File: config.mk
export PLATFORM = sky130hd
export DESIGN_NAME = sdram_row_tracker
export DESIGN_NICKNAME = d
export VERILOG_FILES = /design/src/rtl/sdram_row_tracker.sv
export SDC_FILE = /design/constraint.sdc
export NUM_CORES = 1
export LEC_CHECK = 0
export BUFFER_PORTS_ARGS = -buffer_cell sky130_fd_sc_hd__buf_2
export CAP_MARGIN = 10
export CORE_UTILIZATION = 50
export CTS_CLUSTER_DIAMETER = 150
export CTS_CLUSTER_SIZE = 16
export DETAILED_ROUTE_END_ITERATION = 10
export GPL_ROUTABILITY_DRIVEN = 1
export PLACE_DENSITY = 0.69
export SETUP_SLACK_MARGIN = 0.15
export SYNTH_ARGS = -nofsm -noshare
export SYNTH_HDL_FRONTEND = slang
export SYNTH_SLANG_ARGS = --single-unit
File: constraint.sdc
create_clock -name clk -period 1.7 [get_ports clk]
set_input_delay 0 -clock clk [delete_from_list [all_inputs] [get_ports clk]]
set_output_delay 0 -clock clk [all_outputs]
set_load 0.02 [all_outputs]
File: src/rtl/sdram_row_tracker.sv
module sdram_row_tracker #(
  parameter int NUM_CS    = 2,
  parameter int NUM_BANKS = 4,
  parameter int ROW_W     = 11,
  parameter int ALL_BIT   = 10
) (
  input  logic                         clk,
  input  logic                         rst_n,
  input  logic [((NUM_CS>1)?$clog2(NUM_CS):1)-1:0]       req_cs,
  input  logic [((NUM_BANKS>1)?$clog2(NUM_BANKS):1)-1:0] req_bank,
  input  logic [ROW_W-1:0]             req_row,
  input  logic                         cmd_valid,
  input  logic [1:0]                   cmd_type,
  input  logic [((NUM_CS>1)?$clog2(NUM_CS):1)-1:0]       cmd_cs,
  input  logic [((NUM_BANKS>1)?$clog2(NUM_BANKS):1)-1:0] cmd_bank,
  input  logic [ROW_W-1:0]             cmd_addr,
  output logic                         req_hit,
  output logic                         req_conflict,
  output logic                         req_empty,
  output logic [ROW_W-1:0]             req_open_row
);
  localparam int CS_W  = (NUM_CS > 1) ? $clog2(NUM_CS) : 1;
  localparam int BK_W  = (NUM_BANKS > 1) ? $clog2(NUM_BANKS) : 1;
  localparam int SLOTS = NUM_CS * NUM_BANKS;
  localparam int IDX_W = (SLOTS > 1) ? $clog2(SLOTS) : 1;

  localparam logic [1:0] CMD_ACT  = 2'b00;
  localparam logic [1:0] CMD_PRE  = 2'b01;
  localparam logic [1:0] CMD_REF  = 2'b10;
  localparam logic [1:0] CMD_SREF = 2'b11;

  logic [SLOTS-1:0] valid_q;
  logic [ROW_W-1:0] row_q [SLOTS];

  wire close_cs = cmd_valid && ((cmd_type == CMD_PRE && cmd_addr[ALL_BIT]) ||
                                cmd_type == CMD_REF || cmd_type == CMD_SREF);
  wire close_one = cmd_valid && cmd_type == CMD_PRE && !cmd_addr[ALL_BIT];
  wire open_one  = cmd_valid && cmd_type == CMD_ACT;

  for (genvar g = 0; g < SLOTS; g++) begin : g_slot
    localparam int C = g / NUM_BANKS;
    localparam int B = g % NUM_BANKS;
    wire on_cs   = (cmd_cs == CS_W'(C));
    wire on_bank = (cmd_bank == BK_W'(B));

    always_ff @(posedge clk or negedge rst_n) begin
      if (!rst_n) begin
        valid_q[g] <= 1'b0;
        row_q[g]   <= '0;
      end else if (on_cs && open_one && on_bank) begin
        valid_q[g] <= 1'b1;
        row_q[g]   <= cmd_addr;
      end else if (on_cs && (close_cs || (close_one && on_bank))) begin
        valid_q[g] <= 1'b0;
      end
    end
  end

  wire [IDX_W-1:0] req_idx = IDX_W'(req_cs) * IDX_W'(NUM_BANKS) + IDX_W'(req_bank);
  wire [IDX_W-1:0] cmd_idx = IDX_W'(cmd_cs) * IDX_W'(NUM_BANKS) + IDX_W'(cmd_bank);
  wire             sel_valid = valid_q[req_idx];
  wire [ROW_W-1:0] sel_row   = row_q[req_idx];

  assign req_hit      = sel_valid && (sel_row == req_row);
  assign req_conflict = sel_valid && (sel_row != req_row);
  assign req_empty    = !sel_valid;
  assign req_open_row = sel_valid ? sel_row : '0;

  function automatic logic [NUM_BANKS-1:0] cs_flags(input logic [SLOTS-1:0] v,
                                                    input logic [CS_W-1:0] c);
    return NUM_BANKS'(v >> (int'(c) * NUM_BANKS));
  endfunction

  p_class_onehot_r10: assert property (@(posedge clk) disable iff (!rst_n)
    $countones({req_hit, req_conflict, req_empty}) == 1);

  p_hit_row_r3: assert property (@(posedge clk) disable iff (!rst_n)
    req_hit |-> req_open_row == req_row);

  p_act_opens_r2: assert property (@(posedge clk) disable iff (!rst_n)
    open_one |=> valid_q[$past(cmd_idx)] && row_q[$past(cmd_idx)] == $past(cmd_addr));

  p_pre_single_r6: assert property (@(posedge clk) disable iff (!rst_n)
    close_one |=> !valid_q[$past(cmd_idx)]);

  p_pre_all_r7: assert property (@(posedge clk) disable iff (!rst_n)
    (cmd_valid && cmd_type == CMD_PRE && cmd_addr[ALL_BIT]) |=>
      cs_flags(valid_q, $past(cmd_cs)) == '0);

  p_refresh_close_r8: assert property (@(posedge clk) disable iff (!rst_n)
    (cmd_valid && (cmd_type == CMD_REF || cmd_type == CMD_SREF)) |=>
      cs_flags(valid_q, $past(cmd_cs)) == '0);

  p_other_cs_kept_r9: assert property (@(posedge clk) disable iff (!rst_n)
    cmd_valid |=> cs_flags(valid_q, ~$past(cmd_cs)) == cs_flags($past(valid_q), ~$past(cmd_cs)));
endmodule

==> key figures <==
Setup path
  • Data required time of the worst path: 1700 ps
  • Nature of the critical path startpoint: flop
  • Crit-path max FO: 2
  • Signal arrival time at the worst endpoint: 2310 ps
  • CP Cell Sequence: mux4_1 -> nand2_2 -> nand2_1 -> xnor2_2 -> nand4_1 -> o31a_1 -> buf_4
  • Crit path largest cell delay: about 550 ps
  • Crit end category: output pin
  • Critical Path Slowest Stage Cell: mux4_1
  • Setup CP Type: flop to output pin

Timing
  • Worst clock skew: 0 ps
  • Fin. Hold Viols: 0
  • Worst slew pin tran: roughly 540 ps
  • Rel. slew slack: roughly 64%
  • RSZ-0062 raised after global routing: yes
  • Final Max Slew Viols: 0
  • Setup TNS: -2140 ps
  • Setup ws final: -610 ps
  • Final setup viols: 14
  • Final min period: 2310 ps
  • Final period utilization: 136%
  • FMAX: ~0.43 GHz

Place
  • Dpl hpwl: slightly above 7000 um
  • Dpl cells: 499
  • Final GP Congestion: between 0.8 and 0.9
  • # port buffers: between 40 and 50

Power and ir drop
  • Pwr/cell area: between 1000 and 1500 nW/um2
  • Worst vdd ir: 0.444 mV
  • Total power: about 6000 uW
  • Leak pwr: approximately 0.0027 uW

Detailed routing
  • TritonRoute pass-1 iters: 9
  • # DRC: 3
  • Via count: between 3k and 4k
  • Total wire length: 11000 um
  • DR WL/cell: 20.7 um
  • DR vias/cell: 5.74
  • Antenna Nets Post-Route: 0
  • Initial DRC Count: a little under 100

Die
  • Die width: approximately 98 um
  • Die Ht: around 100 um
  • Core box area: just under 9000 um2
  • I/O Pins: 47
  • Initial Util: 52.4%
  • Die Area: 9660 um2
  • FP Rows: 34

Synthesis
  • Post-synth EDFFs: 0
  • Cell Area, Synth: 4630 um2
  • Count leader, synth: dfrtp_1
  • Syn_nets: about 360
  • Post-synth top area cell: dfrtp_1
  • Synthesized instance count: between 300 and 400
  • Area fraction of the dominant cell type after synthesis: 51.8%
  • Ys Warns: 0
  • Largest cells by area after synthesis: dfrtp_1 52%, mux2_2 21%, mux4_2 5.8%
  • Netlist cell types: 34
  • Most used flip-flop cell after synthesis: dfrtp_1
  • Most frequent cells after synthesis: 96 x dfrtp_1, 88 x mux2_2, 25 x nand2_1
  • Post-synthesis register bit count: 96
  • Sequential share of the synthesized area: around 52%
  • Async SR Flop Fraction: between 90% and 100%
  • Mapped Avg Cell Area: 14.0 um2

Job
  • Maxcap violations: 0

Run status
  • Status: finished, violations left
  • Failing checks: DRC, setup timing

Global routing
  • Largest net degree at the start of global routing: 42
  • GRT Overall Usage: between 20% and 30%
  • Antenna violations before repair: 0
  • First-pass GRT wire length: around 18000 um
  • Remaining Overflow, GRT: 0
  • Vias in the first global route: between 3k and 4k

Layout
  • Share of layout cells above drive strength 1: 55.9%
  • Total Nets Final: between 400 and 500
  • Ant diodes: 0
  • Post-Layout Cell Count: about 530
  • Filler Cells Inserted: approximately 650
  • Area Overhead vs Synth: 26.6%

CTS
  • CTS root buffer: clkbuf_8
  • Worst-skew pair later-pin latency: ~350 ps
  • CTS tree: built
  • H-Tree Depth: 3
  • CTS clk-pin slew, worst paths: roughly 90 ps
  • Num CTS Buffers: 9
  • CTS max path bufs: 2
  • Total clock sinks: 96

Worst hold path
  • Worst hold path type: primary input to flop
## layout make-up
cell class / instances / area [um2] / area share, %
clock buffers: 11 / 141 / 2.41
repair buffers: 95 / 762 / 13.0
well taps: 108 / 135 / 2.30
clock inverters: 5 / 80.1 / 1.37
flip-flops and latches: 96 / 2400 / 41.0
inverters: 4 / 15.0 / 0.256
multi-input cells: 213 / 2330 / 39.7
## power breakdown
group          total (uW)  switching (uW)  internal [uW]
Clock                1650             780            867
Combinational        1400             602            796
Sequential           2930             225           2700
Total                5970            1610           4360
## placed cells by master, fill, tap and decap left out, drive strengths merged, types with 2 or more instances in the layout
cell type / Yosys / routed
clkinv: 1 / 2
buf: 7 / 82
inv: 3 / 3
and2: 3 / 3
nand4: 2 / 2
a22oi: 4 / 4
bufinv: 0 / 2
mux2: 88 / 88
mux2i: 16 / 16
nor2b: 5 / 5
clkbuf: 10 / 12
nand2: 25 / 25
dlygate4sd3: 0 / 12
o21ai: 9 / 9
dfrtp: 96 / 96
mux4: 18 / 18
xor2: 8 / 8
a21o: 2 / 2
o21a: 3 / 3
xnor2: 3 / 3
o211ai: 2 / 2
clkinvlp: 0 / 2
a21oi: 3 / 3
nor2: 11 / 11
and3: 4 / 4
## per-layer routing
layer | GRT usage (%) | vias up | wire (um)
met5 | 0 | - | 0
met4 | 8.38 | 0 | 180
met3 | 4.22 | 16 | 462
met2 | 41.9 | 83 | 5670
met1 | 32.3 | 1571 | 4710
li1 | - | 1384 | -
## flip-flops by register name, summed over array words and instances, names as in the netlist
name and flops:
valid_q 8, row_q 88
## worst paths after layout
check | slack, ps | end | depth (start not counted) | startpoint
min reg2reg | 510 | row_q[22]$_DFFE_PN0P_ | 1 | row_q[22]$_DFFE_PN0P_
min in group asynchronous | 150 | valid_q[0]$_DFFE_PN0P_ | 2 | rst_n
min | 8 | row_q[11]$_DFFE_PN0P_ | 2 | cmd_addr[0]
max reg2reg | 830 | valid_q[7]$_DFFE_PN0P_ | 3 | valid_q[7]$_DFFE_PN0P_
max | -610 | req_conflict | 7 | row_q[64]$_DFFE_PN0P_
max in group asynchronous | 860 | row_q[65]$_DFFE_PN0P_ | 3 | rst_n
## critical path: cells and delay by family, from the launching register on
kind	cells	cell delay (ps)
multiplexers	1	550
AND/OR/NAND/NOR	3	370
buffers and inverters	1	160
XOR/XNOR	1	170
AO/OA/AOI/OAI	1	320
flip-flops	1	390
## metrics by stage
| step | hold WS, ps | setup slack, ps | instance area, um2 | utilization [%] |
|---|---|---|---|---|
| global route | 18.4 | -691 | 5870 | 66.3 |
| CTS | 3.44 | -626 | 5740 | 64.8 |
| global placement | 9.18 | -504 | 5190 | 58.6 |
| floorplan | -296 | -27.9 | 4650 | - |
| finish | 7.53 | -610 | 5870 | 66.3 |
| detailed placement | 20.5 | -581 | 5190 | 58.6 |
## cell families after synthesis
group / count (synthesis) / synth area share, %
compound gates: 27 / 3.83
buf+inv: 21 / 2.67
simple gates: 53 / 5.24
xor+xnor: 11 / 2.08
mux: 122 / 34.3
flops: 96 / 51.8
## what timing repair did
action	4_1_cts	5_1_grt
endpoints found under the hold margin	109	0
gates resized for setup	58	23
pin swaps	16	9
endpoints found under the setup margin	14	27
setup buffers	1	4
hold buffers	12	0
Power figures use the tool's default switching activity.
